[src/rtl/i2cm_pkg.sv]
package i2cm_pkg;
  typedef enum logic [3:0] {
    ST_IDLE, ST_START, ST_ADDR, ST_ADDR_ACK, ST_WAIT_TX, ST_TX, ST_TX_ACK,
    ST_RX, ST_RX_HOLD, ST_RX_ACK, ST_PREP, ST_STOP
  } st_e;
endpackage

[src/rtl/i2cm_clkdiv.sv]
module i2cm_clkdiv #(
  parameter int unsigned HALF_CYC = 4
) (
  input  logic clk_i,
  input  logic rst_ni,
  input  logic run_i,
  output logic tick_o
);
  localparam int unsigned CW = (HALF_CYC > 1) ? $clog2(HALF_CYC) : 1;
  localparam logic [CW-1:0] LAST = CW'(HALF_CYC - 1);

  logic [CW-1:0] cnt_q;

  always_ff @(posedge clk_i or negedge rst_ni) begin
    if (!rst_ni) cnt_q <= '0;
    else if (!run_i || cnt_q == LAST) cnt_q <= '0;
    else cnt_q <= cnt_q + 1'b1;
  end

  assign tick_o = run_i && (cnt_q == LAST);
endmodule

[src/rtl/i2cm_bitseq.sv]
// half-bit phase (0: SCL low, 1: SCL high) and bit index within a byte
module i2cm_bitseq #(
  parameter int unsigned BIT_W = 3
) (
  input  logic             clk_i,
  input  logic             rst_ni,
  input  logic             clr_i,
  input  logic             tick_i,
  output logic             ph_o,
  output logic [BIT_W-1:0] bit_o
);
  always_ff @(posedge clk_i or negedge rst_ni) begin
    if (!rst_ni) begin
      ph_o  <= 1'b0;
      bit_o <= '0;
    end else if (clr_i) begin
      ph_o  <= 1'b0;
      bit_o <= '0;
    end else if (tick_i) begin
      ph_o <= ~ph_o;
      if (ph_o) bit_o <= bit_o + 1'b1;
    end
  end
endmodule

[src/rtl/i2cm_shreg.sv]
module i2cm_shreg #(
  parameter int unsigned W = 8
) (
  input  logic         clk_i,
  input  logic         rst_ni,
  input  logic         load_i,
  input  logic [W-1:0] load_val_i,
  input  logic         shift_i,
  input  logic         bit_i,
  output logic [W-1:0] q_o
);
  always_ff @(posedge clk_i or negedge rst_ni) begin
    if (!rst_ni) q_o <= '0;
    else if (load_i) q_o <= load_val_i;
    else if (shift_i) q_o <= {q_o[W-2:0], bit_i};
  end
endmodule

[src/rtl/i2c_master_ctrl.sv]
module i2c_master_ctrl
  import i2cm_pkg::*;
#(
  parameter int unsigned HALF_CYC = 4,
  parameter int unsigned LEN_W    = 4
) (
  input  logic             clk_i,
  input  logic             rst_ni,
  input  logic             cmd_valid_i,
  output logic             cmd_ready_o,
  input  logic [6:0]       cmd_addr_i,
  input  logic             cmd_read_i,
  input  logic [LEN_W-1:0] cmd_len_i,
  input  logic [7:0]       tx_data_i,
  input  logic             tx_valid_i,
  output logic             tx_ready_o,
  output logic [7:0]       rx_data_o,
  output logic             rx_valid_o,
  input  logic             rx_ready_i,
  output logic             done_o,
  output logic             nack_o,
  output logic             scl_o,
  output logic             sda_oe_o,
  input  logic             sda_i
);
  localparam int unsigned BYTE_W = 8;
  localparam int unsigned BIT_W  = $clog2(BYTE_W);
  localparam logic [BIT_W-1:0] LAST_BIT = BIT_W'(BYTE_W - 1);
  localparam logic [LEN_W-1:0] ONE = LEN_W'(1);

  st_e st_q, st_n;
  logic [LEN_W-1:0] rem_q, rem_n;
  logic rd_q, rd_n, nack_q, nack_n, done_q;
  logic tick, ph, run, clr, shift;
  logic [BIT_W-1:0] bitc;
  logic sh_load;
  logic [BYTE_W-1:0] sh_val, sh_q;
  logic bit_end, byte_end;

  assign run = !(st_q inside {ST_IDLE, ST_WAIT_TX, ST_RX_HOLD});
  assign clr = (st_n != st_q);
  assign bit_end  = tick && ph;
  assign byte_end = bit_end && (bitc == LAST_BIT);
  assign shift    = bit_end && (st_q inside {ST_ADDR, ST_TX, ST_RX});

  i2cm_clkdiv #(.HALF_CYC(HALF_CYC)) u_div (
    .clk_i(clk_i), .rst_ni(rst_ni), .run_i(run), .tick_o(tick)
  );

  i2cm_bitseq #(.BIT_W(BIT_W)) u_seq (
    .clk_i(clk_i), .rst_ni(rst_ni), .clr_i(clr), .tick_i(tick),
    .ph_o(ph), .bit_o(bitc)
  );

  i2cm_shreg #(.W(BYTE_W)) u_sh (
    .clk_i(clk_i), .rst_ni(rst_ni), .load_i(sh_load), .load_val_i(sh_val),
    .shift_i(shift), .bit_i(sda_i), .q_o(sh_q)
  );

  always_comb begin
    st_n    = st_q;
    rem_n   = rem_q;
    rd_n    = rd_q;
    nack_n  = nack_q;
    sh_load = 1'b0;
    sh_val  = '0;
    unique case (st_q)
      ST_IDLE: if (cmd_valid_i) begin
        st_n    = ST_START;
        rem_n   = cmd_len_i;
        rd_n    = cmd_read_i;
        nack_n  = 1'b0;
        sh_load = 1'b1;
        sh_val  = {cmd_addr_i, cmd_read_i};
      end
      ST_START: if (tick) st_n = ST_ADDR;
      ST_ADDR:  if (byte_end) st_n = ST_ADDR_ACK;
      ST_ADDR_ACK: if (bit_end) begin
        if (sda_i) begin
          nack_n = 1'b1;
          st_n   = ST_PREP;
        end else if (rem_q == '0) st_n = ST_PREP;
        else if (rd_q) st_n = ST_RX;
        else st_n = ST_WAIT_TX;
      end
      ST_WAIT_TX: if (tx_valid_i) begin
        sh_load = 1'b1;
        sh_val  = tx_data_i;
        st_n    = ST_TX;
      end
      ST_TX: if (byte_end) st_n = ST_TX_ACK;
      ST_TX_ACK: if (bit_end) begin
        rem_n = rem_q - 1'b1;
        if (sda_i) begin
          nack_n = 1'b1;
          st_n   = ST_PREP;
        end else if (rem_q == ONE) st_n = ST_PREP;
        else st_n = ST_WAIT_TX;
      end
      ST_RX:      if (byte_end) st_n = ST_RX_HOLD;
      ST_RX_HOLD: if (rx_ready_i) st_n = ST_RX_ACK;
      ST_RX_ACK: if (bit_end) begin
        rem_n = rem_q - 1'b1;
        st_n  = (rem_q == ONE) ? ST_PREP : ST_RX;
      end
      ST_PREP: if (tick) st_n = ST_STOP;
      ST_STOP: if (bit_end) st_n = ST_IDLE;
      default: st_n = ST_IDLE;
    endcase
  end

  always_ff @(posedge clk_i or negedge rst_ni) begin
    if (!rst_ni) begin
      st_q   <= ST_IDLE;
      rem_q  <= '0;
      rd_q   <= 1'b0;
      nack_q <= 1'b0;
      done_q <= 1'b0;
    end else begin
      st_q   <= st_n;
      rem_q  <= rem_n;
      rd_q   <= rd_n;
      nack_q <= nack_n;
      done_q <= (st_q == ST_STOP) && (st_n == ST_IDLE);
    end
  end

  // line decode from registered state
  always_comb begin
    scl_o    = 1'b1;
    sda_oe_o = 1'b0;
    unique case (st_q)
      ST_IDLE:  ;
      ST_START: sda_oe_o = 1'b1;
      ST_ADDR, ST_TX: begin
        scl_o    = ph;
        sda_oe_o = !sh_q[BYTE_W-1];
      end
      ST_ADDR_ACK, ST_TX_ACK, ST_RX: scl_o = ph;
      ST_WAIT_TX, ST_RX_HOLD: scl_o = 1'b0;
      ST_RX_ACK: begin
        scl_o    = ph;
        sda_oe_o = (rem_q != ONE);
      end
      ST_PREP: begin
        scl_o    = 1'b0;
        sda_oe_o = 1'b1;
      end
      ST_STOP: sda_oe_o = !ph;
      default: ;
    endcase
  end

  assign cmd_ready_o = (st_q == ST_IDLE);
  assign tx_ready_o  = (st_q == ST_WAIT_TX);
  assign rx_valid_o  = (st_q == ST_RX_HOLD);
  assign rx_data_o   = sh_q;
  assign done_o      = done_q;
  assign nack_o      = nack_q;
endmodule

[config.mk]
export PLATFORM = sky130hd
export DESIGN_NAME = i2c_master_ctrl
export DESIGN_NICKNAME = d
export VERILOG_FILES = /design/src/rtl/i2cm_pkg.sv /design/src/rtl/i2cm_clkdiv.sv /design/src/rtl/i2cm_bitseq.sv /design/src/rtl/i2cm_shreg.sv /design/src/rtl/i2c_master_ctrl.sv
export SDC_FILE = /design/constraint.sdc
export NUM_CORES = 1
export LEC_CHECK = 0
export BUFFER_PORTS_ARGS = -buffer_cell sky130_fd_sc_hd__buf_2
export CELL_PAD_IN_SITES_DETAIL_PLACEMENT = 1
export CELL_PAD_IN_SITES_GLOBAL_PLACEMENT = 1
export CORE_ASPECT_RATIO = 0.5
export CORE_UTILIZATION = 44
export CTS_CLUSTER_DIAMETER = 80
export DETAILED_ROUTE_END_ITERATION = 6
export GPL_TIMING_DRIVEN = 0
export PLACE_DENSITY_LB_ADDON = 0.1
export SLEW_MARGIN = 20
export SYNTH_ARGS = -nofsm -noshare
export SYNTH_HDL_FRONTEND = slang
export SYNTH_SLANG_ARGS = --single-unit
[constraint.sdc]
create_clock -name clk_i -period 5.85 [get_ports clk_i]
set_input_delay 0.2925 -clock clk_i [delete_from_list [all_inputs] [get_ports clk_i]]
set_output_delay 0.2925 -clock clk_i [all_outputs]
set_load 0.005 [all_outputs]
# Word-level counts from Yosys, hierarchy flattened
# Cells that the tools add are included.
# word_totals
reg_bits	25
latch_bits	0
ram_bits	0
romBits	0
mem_count	0
# op_classes
addsub	3
multipliers	0
n_div	0
n_lt_le_gt_ge	0
n_eq_ne	20
n_shift	0
n_mux	42
bitwise_logic	1
reduce_logical	29
# op_table
op	count
$mux W4	19
$pmux W4 S12	1
$mux W8	4
$eq A4 B3 Y1 const B	4
$eq A4 B4 Y1 const B	4
$pmux W8 S2	1
$logic_not A4 Y1	3
$reduce_bool A2 Y1	5
$mux W3	3
$eq A4 B1 Y1 const B	2
$eq A4 B2 Y1 const B	2
$pmux W4 S2	1
$reduce_or A2 Y1	4
$mux W1	7
$ne A2 B1 Y1 const B	3
$pmux W1 S2	3
$reduce_bool A3 Y1	2
$reduce_or A6 Y1	1
$logic_and A1 B1 Y1	5
$mux W2	2
$ne A4 B1 Y1 const B	1
$ne A4 B4 Y1	1
$pmux W1 S4	1
$reduce_and A2 Y1	2
other kinds (12)	14

# Longest topological paths before layout
# Gate-level depths: netlist (run 1).
# logic_depth
depth_word	11
mapped_depth	8

# Hierarchy
# From an unflattened synthesis (run 1), not the netlist that was laid out.
# unflattened
hier_cells	215
area_unflattened_um2	1880.6
# by_module_without_submodules
mod	instances	cells_per_inst	area_per_inst_um2	seq_area_each_um2
i2c_master_ctrl	1	158	1213.7	275.3
i2cm_shreg	1	34	372.9	200.2
i2cm_bitseq	1	17	202.7	100.1
i2cm_clkdiv	1	6	91.3	50.0

# Worst setup path before layout (run 1)
# OpenSTA, ideal clock, no wires.
# synth_path
path_kind	reg2reg
from	register u_seq.bit_o[0]
to	register u_seq.bit_o[0]
arrival_ns	1.900
t_required_ns	5.764
path_slack_ns	3.864
path_stages_with_launch	9
path_cell_list	dfrtp_1 -> ha_1 -> ha_1 -> nand3_1 -> mux2i_1 -> o211ai_2 -> a2111o_4 -> xnor2_4 -> nor3_1
# synth_via
elab_chain_cells	7
elab_cells_between_ends	14
classes_between	add/sub: 1; eq/ne: 2; mux: 7; reduce/logical: 4
# synth_lines
item	line	text
from (decl)	i2cm_bitseq.sv:10	output logic [BIT_W-1:0] bit_o
from (signal assigned)	i2cm_bitseq.sv:21	if (ph_o) bit_o <= bit_o + 1'b1;
$eq A3 B3 Y1 *	i2c_master_ctrl.sv:43	assign byte_end = bit_end && (bitc == LAST_BIT);
$logic_and A1 B1 Y1 *	i2c_master_ctrl.sv:43	
$mux W4, on equally long branches	i2c_master_ctrl.sv:100, i2c_master_ctrl.sv:77, i2c_master_ctrl.sv:91	
$pmux W4 S12 *	i2c_master_ctrl.sv:67	unique case (st_q)
via st_n[0]	i2c_master_ctrl.sv:31	st_e st_q, st_n;
$ne A4 B4 Y1 *	i2c_master_ctrl.sv:41	assign clr = (st_n != st_q);
$reduce_bool A2 Y1 (no source line)	--	
$reduce_and A2 Y1 (no source line)	--	
# Mark *: on every way through the listed nets, which the timed path passes. The rest lies on a longest branch. The select of a mux whose other input is x is not followed.
# A chain may end at the register's enable or synchronous reset.

# Worst setup path after layout (run 1)
# layout_path
from	register st_q[0]
to	output sda_oe_o
# layout_via
elab_chain_cells	3
elab_cells_between_ends	9
classes_between	eq/ne: 6; mux: 1; reduce/logical: 2
# layout_lines
item	line	text
from (decl)	i2c_master_ctrl.sv:31	
from (signal assigned)	i2c_master_ctrl.sv:120	st_q <= st_n;
$eq A4 B4 Y1 (tied with other cells)	i2c_master_ctrl.sv:132	unique case (st_q)
$reduce_or A2 Y1 (no source line)	--	
$pmux W1 S4 *	i2c_master_ctrl.sv:132	
to (decl)	i2c_master_ctrl.sv:23	output logic sda_oe_o,
# Every way passes the cells marked *; elsewhere a longest branch is shown, timed or not.

==> results of run 1 <==
## cell families after synthesis
kind of cell	count (synthesis)	synth area share, %
and+or+nand+nor	75	23.8
AOI/OAI and AO/OA	72	26.4
buffers and inverters	26	8.83
DFF	25	32.0
adders and majority gates	6	3.84
muxes	5	2.81
xor gates and xnor gates	3	2.30
## stage by stage
step | hold WS [ps] | util, %
floorplan | -3.09 | -
global placement | 332 | 54.4
detailed placement | 333 | 54.4
CTS | 23.2 | 55.5
global route | 48.2 | 55.5
finish | 7.51 | 55.5
## how the worst max path moves through the flow
stage	startpoint	to	depth (start not counted)
5_1_grt	st_q[0]$_DFF_PN0_	sda_oe_o	9
6_report	st_q[0]$_DFF_PN0_	sda_oe_o	9
3_3_place_gp	rem_q[1]$_DFFE_PN0P_	u_seq.ph_o$_DFFE_PN0P_	7
2_1_floorplan	u_seq.bit_o[0]$_DFFE_PN0P_	u_seq.bit_o[0]$_DFFE_PN0P_	8
3_5_place_dp	rem_q[1]$_DFFE_PN0P_	u_seq.ph_o$_DFFE_PN0P_	7
4_1_cts	st_q[0]$_DFF_PN0_	sda_oe_o	9
## sequential cells by signal, indices dropped and copies added (netlist names)
register	count
u_div.cnt_q	2
u_seq.ph_o	1
st_q	4
nack_o	1
u_seq.bit_o	3
done_o	1
u_sh.q_o	8
rem_q	4
rd_q	1
## metal layers
layer  vias up  track usage (%)  routed length, um
met5         -                0                  0
met4         0             3.98                 34
met3         4             6.54                410
met2        65             42.2               2550
met1       901             36.3               2560
li1        876                -                  -
## layout by cell type, fill, tap and decap left out, types with 3 or more instances in the layout
| cell type | count |
|---|---|
| nand2b_1 | 4 |
| buf_6 | 6 |
| nand3_1 | 7 |
| buf_2 | 44 |
| nor2b_1 | 4 |
| clkbuf_8 | 3 |
| nor3_1 | 9 |
| nand2_1 | 19 |
| nor3b_1 | 4 |
| ha_1 | 6 |
| buf_4 | 3 |
| a22o_2 | 7 |
| inv_1 | 11 |
| nor2_1 | 6 |
| mux2i_1 | 4 |
| o22ai_1 | 4 |
| a21oi_1 | 17 |
| a211oi_1 | 7 |
| o21ai_1 | 3 |
| o21ai_0 | 12 |
| dfrtp_1 | 25 |
## where the power goes
| part | internal [mW] | switching, mW |
|---|---|---|
| clock | 0.0488 | 0.0594 |
| combinational | 0.280 | 0.325 |
| sequential | 0.244 | 0.0674 |
## critical path: cells and delay by family, from the launching register on
| family | cells | cell delay (ps) |
|---|---|---|
| buffers and inverters | 3 | 470 |
| flip-flops | 1 | 470 |
| AO/OA/AOI/OAI | 5 | 860 |
| AND/OR/NAND/NOR | 1 | 90 |
## area by class of cell
class                           instances  area [um2]
Buffer                                 14         114
Clock buffer                            4        45.0
Fill cell                             523        1820
Inverter                               12        58.8
Multi-Input combinational cell        161        1160
Sequential cell                        25         626
Tap cell                               54        67.6
Timing Repair Buffer                   40         200
==> flow_metrics.tcl, run 1 <==
set metrics [dict create \
    ys_seq_area_share_pct 32.0 \
    die_h_um 49.1 \
    dp.cells 306 \
    syn_inst 212 \
    track_usage_pct 26.3 \
    hold_viol_final 0 \
    synth_edf_count 0 \
    worstPathArrival_ps 2170 \
    period_share_pct 42.2 \
    cts_sinks 25 \
    gp_congestion 0.865 \
    tns_ps 0 \
    synthArstFlopShare_pct 100 \
    r2r_slack_ps 3490 \
    nNetsFinal 289 \
    max-slew-margin-rel_pct 58.6 \
    yosys_most_used_dff "dfrtp_1" \
    drt-total-wl_um 5560 \
    synth_area_leaders "dfrtp_1, a21oi_1, ha_1, nand2_1, a22o_2" \
    antenna_left 0 \
    ioPinCount 41 \
    postCtsSetupBuffers 0 \
    crit_slowest_cell "dfrtp_1" \
    grt_setup_unrepaired "false" \
    finalNonFillerCells 310 \
    peakVddDrop_v 0.000213 \
    r2r-start "rem_q[1]$_DFFE_PN0P_" \
    power.density_mw_per_mm2 452 \
    clockBufferDepth 2 \
    clk_latency_ps 280 \
    worst_pin_slew_ps 620 \
    port_buffers 40 \
    regToRegEndpoint "u_seq.ph_o$_DFFE_PN0P_" \
    fin_area_mm2 0.00227 \
    power.leakage_nw 1.05 \
    vias_per_cell 5.95 \
    final-setup-viol-count 0 \
    syn_avg_cell_area_um2 9.22 \
    slowest_delay_ps 470 \
    cts-htree-levels 1 \
    grt_start_max_net_pins 26 \
    cts_resized 0 \
    cts_root_buf "clkbuf_8" \
    diodes 0 \
    r2r_cells 7 \
    first_iter_violations 97 \
    core-area_mm2 0.00408 \
    syn_to_final_growth_pct 16.0 \
    path_class "register to primary output" \
    rows 16 \
    final.setup_skew_ps 9.10 \
    grt_pass1_wl_um 9430 \
    netlist_top_cells_count "dfrtp_1, nand2_1, a21oi_1" \
    dp_hpwl_um 4200 \
    drc 0 \
    cts_tree "done" \
    initial_core_util_pct 47.9 \
    fin_crit_ps 2470 \
    fp.dieArea_mm2 0.00473 \
    num_vias 1846 \
    drt-wirelength-per-cell_um 17.9 \
    synth.most_common_cell "dfrtp_1" \
    cts_hold_buf 0 \
    die_w_um 96.3 \
    worstPathCellList "buf_6 > buf_2 > nand2_1 > a21oi_1 > a311oi_1 > a21oi_1 > o21ai_0 > a22o_1 > buf_2" \
    numCtsBuffers 3 \
    preCtsSetupSlack_ps 3560 \
    drt-pass1-iter-count 4 \
    total_power_mw 1.03 \
    ys_seq_elements 25 \
    synth_top_area_share_pct 32.0 \
    drv_cap 0 \
    hold_class "input port to async pin" \
    clkSlewWorstSetupHoldPaths_ps 100 \
    setup_slack_ps 3380 \
    drv_slew 0 \
    cp_data_required_time_ps 5560 \
    drive_gt1_share_pct 30.9 \
    grt_pass1_vias 1885 \
    synth_top_cell_by_area "dfrtp_1" \
    status "complete, no violations" \
    synth_nets 244 \
    endpoint_kind "primary output" \
    ys_types 62 \
    fmax_ghz 0.406 \
    synth_warnings 0 \
    worst-path-max-fanout 10 \
    start_kind "register" \
    placed_cell_area_mm2 0.00222 \
    overflow 0 \
    antenna_found_initial 0 \
    synth.cell_area_mm2 0.00196 \
]
Power figures use the tool's default switching activity.
==> inputs of run 2 (changes only) <==
CORE_UTILIZATION = 37   (was 44)
clock period = 2.1 ns   (was 5.85 ns; I/O delays follow)
==> flow_metrics.tcl, run 2 (synthesized netlist as in run 1, its figures left out) <==
set metrics [dict create \
    cts_sinks 25 \
    overflow 0 \
    peakVddDrop_v 0.000428 \
    min-delay-start "cmd_read_i" \
    grt_pass1_wl_um 9670 \
    placed_cell_area_mm2 0.00224 \
    whs_path_depth 3 \
    period_share_pct 101 \
    preCtsSetupSlack_ps -254 \
    drv_cap 0 \
    antenna_left 0 \
    max-slew-margin-rel_pct 58.0 \
    grt_setup_unrepaired "true" \
    power_frac_comb_pct 62.4 \
    intPower_mw 1.78 \
    multi_input_area_mm2 0.00124 \
    wl_met3_um 337 \
    reg_top3 "u_sh.q_o: 8 flops, rem_q: 4 flops, st_q: 4 flops" \
    worstPathArrival_ps 2280 \
    netSwitchingFraction_pct 44.7 \
    cts-htree-levels 1 \
    path_class "register to register" \
    wl_met1_um 3020 \
    met2_length_um 2750 \
    status "finished, violations left" \
    fmax_ghz 0.472 \
    core-area_mm2 0.00500 \
    hold_class "input port to register" \
    nNetsFinal 302 \
    rows 18 \
    die_h_um 53.4 \
    antenna_found_initial 0 \
    fp.dieArea_mm2 0.00560 \
    tns_ps -16.5 \
    worst_pin_slew_ps 630 \
    layout_commonest_cell "buf_2" \
    r2r_slack_ps -20 \
    track_usage_pct 22.8 \
    r2r_cells 8 \
    numCtsBuffers 3 \
    drt-pass1-iter-count 4 \
    setup_slack_ps -16.5 \
    regToRegEndpoint "u_seq.bit_o[1]$_DFFE_PN0P_" \
    start_kind "register" \
    diodes 0 \
    fin_crit_ps 2120 \
    die_w_um 105 \
    top_layer_used "met4" \
    initial_core_util_pct 39.1 \
    pwr-share-clk_pct 10.4 \
    gp_congestion 0.867 \
    clkSlewWorstSetupHoldPaths_ps 110 \
    fin_area_mm2 0.00250 \
    num_vias 1949 \
    final-setup-viol-count 1 \
    syn_to_final_growth_pct 28.1 \
    r2r-start "st_q[0]$_DFF_PN0_" \
    ioPinCount 41 \
    port_buffers 40 \
    drc 0 \
    vias_per_cell 5.75 \
    final_cell_mix "buf_2, dfrtp_1, nand2_1, a21oi_1, buf_4" \
    largest_register_ffs 8 \
    drive_gt1_share_pct 40.1 \
    hold_viol_final 0 \
    cts_tree "done" \
    dp_hpwl_um 4350 \
    fillers 615 \
    p_switching_mw 1.44 \
    cp_data_required_time_ps 2260 \
    pwr-share-seq_pct 27.3 \
    drv_slew 0 \
    seq_area_um2 628 \
    clk_latency_ps 280 \
    power.leakage_nw 1.14 \
    cts_root_buf "clkbuf_8" \
    violations "negative setup slack" \
    clockBufferDepth 2 \
    grt_start_max_net_pins 26 \
    largest_register "u_sh.q_o" \
    endpoint_kind "register" \
    drt-total-wl_um 6170 \
    first_iter_violations 66 \
    whs_endpoint "rd_q$_DFFE_PN0P_" \
    power.density_mw_per_mm2 1290 \
    drt-wirelength-per-cell_um 18.2 \
    worst-path-max-fanout 6 \
    grt_pass1_vias 1842 \
    final.setup_skew_ps 3.93 \
]
## run 2: cell count changes in the layout (fill, tap and decap cells not counted), moves of 3 or more
cell	previous run	this run
buf_4	3	12
nor3_1	9	5
o21ai_1	3	6
buf_8	0	3
o21ai_0	12	9
nor3_2	0	4
nor3b_1	4	1
## run 2: power by group through the flow
| stage | clock (mW) | combinational, mW | sequential (mW) |
|---|---|---|---|
| CTS | 0.336 | 1.83 | 0.866 |
| finish | 0.334 | 2.01 | 0.879 |
| global placement | 0 | 1.66 | 0.860 |
| detailed placement | 0 | 1.70 | 0.875 |
| floorplan | 0 | 1.23 | 0.837 |
| global route | 0.362 | 2.17 | 0.910 |
## run 2: how the worst max path moves through the flow
stage	startpoint	to	slack, ps	cells after the start
CTS	u_seq.bit_o[0]$_DFFE_PN0P_	u_seq.ph_o$_DFFE_PN0P_	-20	8
finish	st_q[0]$_DFF_PN0_	u_seq.bit_o[1]$_DFFE_PN0P_	-20	8
floorplan	u_seq.bit_o[0]$_DFFE_PN0P_	u_seq.bit_o[0]$_DFFE_PN0P_	110	8
global placement	rem_q[1]$_DFFE_PN0P_	u_seq.bit_o[1]$_DFFE_PN0P_	-200	7
detailed placement	rem_q[1]$_DFFE_PN0P_	u_seq.bit_o[1]$_DFFE_PN0P_	-250	7
global route	st_q[0]$_DFF_PN0_	u_seq.bit_o[2]$_DFFE_PN0P_	-50	8
## run 2: cell type report
type	count	area share [%]
tap	70	3.50
buffer	14	5.74
timing repair buffer	53	12.0
clock inverter	1	0.350
inverter	12	2.35
sequential	25	25.1
multi-input combinational	161	49.4
clock buffer	3	1.65
## run 2: timing repair
item | in CTS | in global routing
buffers inserted | 7 | 5
pin swaps | 8 | 7
gates resized for setup | 12 | 20
hold buffers | 1 | 0
setup endpoints to repair | 6 | 6
hold endpoints to repair | 25 | 0
## run 2: layer usage
layer	up-vias	track usage, %
met5	-	0
met4	0	2.58
met3	11	5.91
met2	66	37.2
met1	970	31.4
li1	902	-
## run 2: worst max-delay path: stages, from the launching register on
cell      delay (ps)
dfrtp_2          450
buf_8            130
buf_4            160
and2_4           160
mux2i_1          160
o211ai_2         110
a2111o_4         480
xnor2_4          260
nor3_2            80
## run 2: through the flow
step	power, mW	hold WS (ps)	util [%]	instances
after global placement	2.52	158	44.9	322
after detailed placement	2.57	172	44.9	322
after CTS	3.04	22.3	48.2	334
after global routing	3.45	44.4	50.1	339
final	3.22	27.3	50.1	339
after floorplan	2.07	-191	-	212
==> inputs of run 3 (changes only) <==
TNS_END_PERCENT = 30   (was default)
==> flow_metrics.tcl, run 3 (synthesized netlist as in run 1, its figures left out) <==
set metrics [dict create \
    dp_hpwl_um 4350 \
    power.leakage_nw 1.15 \
    start_kind "register" \
    period_share_pct 97.6 \
    drt-total-wl_um 6190 \
    largest_register "u_sh.q_o" \
    overflow 0 \
    final_cell_mix "buf_2, dfrtp_1, nand2_1, a21oi_1, buf_4" \
    port_buffers 40 \
    seq_area_um2 628 \
    total_power_mw 3.29 \
    diodes 0 \
    endpoint_kind "register" \
    final.setup_skew_ps 3.85 \
    whs_ps 26.6 \
    grt_setup_unrepaired "true" \
    drt-pass1-iter-count 4 \
    vias_per_cell 5.57 \
    hold_class "input port to register" \
    core-area_mm2 0.00500 \
    worst-path-max-fanout 5 \
    drt-wirelength-per-cell_um 18.2 \
    syn_to_final_growth_pct 30.6 \
    numCtsBuffers 3 \
    cts_sinks 25 \
    drive_gt1_share_pct 42.4 \
    fin_area_mm2 0.00255 \
    drv_slew 0 \
    preCtsSetupSlack_ps -254 \
    fmax_ghz 0.488 \
    cts_root_buf "clkbuf_8" \
    placed_cell_area_mm2 0.00224 \
    rows 18 \
    fp.dieArea_mm2 0.00560 \
    num_vias 1898 \
    power.density_mw_per_mm2 1290 \
    nNetsFinal 304 \
    drv_cap 0 \
    die_w_um 105 \
    clk_latency_ps 280 \
    initial_core_util_pct 39.1 \
    path_class "register to register" \
    fillers 614 \
    layout_commonest_cell "buf_2" \
    ioPinCount 41 \
    antenna_found_initial 0 \
    peakVddDrop_v 0.000432 \
    status "complete, no violations" \
    worstPathArrival_ps 2220 \
    reg_top3 "u_sh.q_o: 8 flops, rem_q: 4 flops, st_q: 4 flops" \
    track_usage_pct 22.7 \
    gp_congestion 0.867 \
    final-setup-viol-count 0 \
    multi_input_area_mm2 0.00126 \
    setup_slack_ps 50.5 \
    clkSlewWorstSetupHoldPaths_ps 110 \
    max-slew-margin-rel_pct 58.4 \
    cts-htree-levels 1 \
    tns_ps 0 \
    grt_pass1_wl_um 9620 \
    cp_data_required_time_ps 2270 \
    fin_crit_ps 2050 \
    first_iter_violations 71 \
    drc 0 \
    antenna_left 0 \
    worst_pin_slew_ps 624 \
    clockBufferDepth 2 \
    cts_tree "done" \
    grt_start_max_net_pins 26 \
    hold_viol_final 0 \
    grt_pass1_vias 1824 \
    largest_register_ffs 8 \
    die_h_um 53.4 \
]
[run 3: area by class of cell]
cell class | instances | area share [%]
Multi-Input combinational cell | 161 | 49.4
Buffer | 14 | 5.49
Inverter | 12 | 2.30
Clock buffer | 3 | 1.62
Sequential cell | 25 | 24.6
Timing Repair Buffer | 55 | 12.8
Tap cell | 70 | 3.43
Clock inverter | 1 | 0.343
[run 3: routing by layer]
metal,vias to the layer above,track usage [%],wire (um)
met5,-,0,0
met4,0,2.58,0
met3,0,5.91,424
met2,61,36.9,2830
met1,933,31.4,2930
li1,904,-,-
[run 3: through the flow]
stage / utilization (%) / cells
6_report: 51.1 / 341
5_1_grt: 51.1 / 341
4_1_cts: 47.9 / 332
3_5_place_dp: 44.9 / 322
3_3_place_gp: 44.9 / 322
2_1_floorplan: - / 212
[run 3: power by group]
part	internal, mW	total (mW)	switching [mW]
logic	1.01	2.07	1.06
registers	0.683	0.879	0.196
clock network	0.140	0.334	0.194
[run 3: timing repair]
action | 4_1_cts | 5_1_grt
endpoints found under the setup margin | 6 | 6
pin swaps | 8 | 7
resized for setup | 13 | 23
hold buffers | 1 | 0
gates cloned | 0 | 0
hold endpoints to repair | 25 | 0
buffers inserted | 5 | 9
[run 3: worst paths after layout]
path	end	startpoint	slack [ps]	depth (start not counted)
min	rd_q$_DFFE_PN0P_	cmd_read_i	30	3
min in group asynchronous	st_q[0]$_DFF_PN0_	rst_ni	360	2
max	u_seq.bit_o[1]$_DFFE_PN0P_	st_q[0]$_DFF_PN0_	50	8
min reg2reg	nack_o$_DFFE_PN0P_	nack_o$_DFFE_PN0P_	490	2
max reg2reg	u_seq.bit_o[1]$_DFFE_PN0P_	st_q[0]$_DFF_PN0_	50	8
max in group asynchronous	st_q[3]$_DFF_PN0_	rst_ni	1310	2
[run 3: worst max-delay path: stages, from the launching register on]
cell	delay [ps]
dfrtp_2	460
buf_8	140
buf_12	130
and2_4	150
mux2i_1	160
o211ai_2	110
a2111o_4	480
xnor2_4	250
nor3_2	60
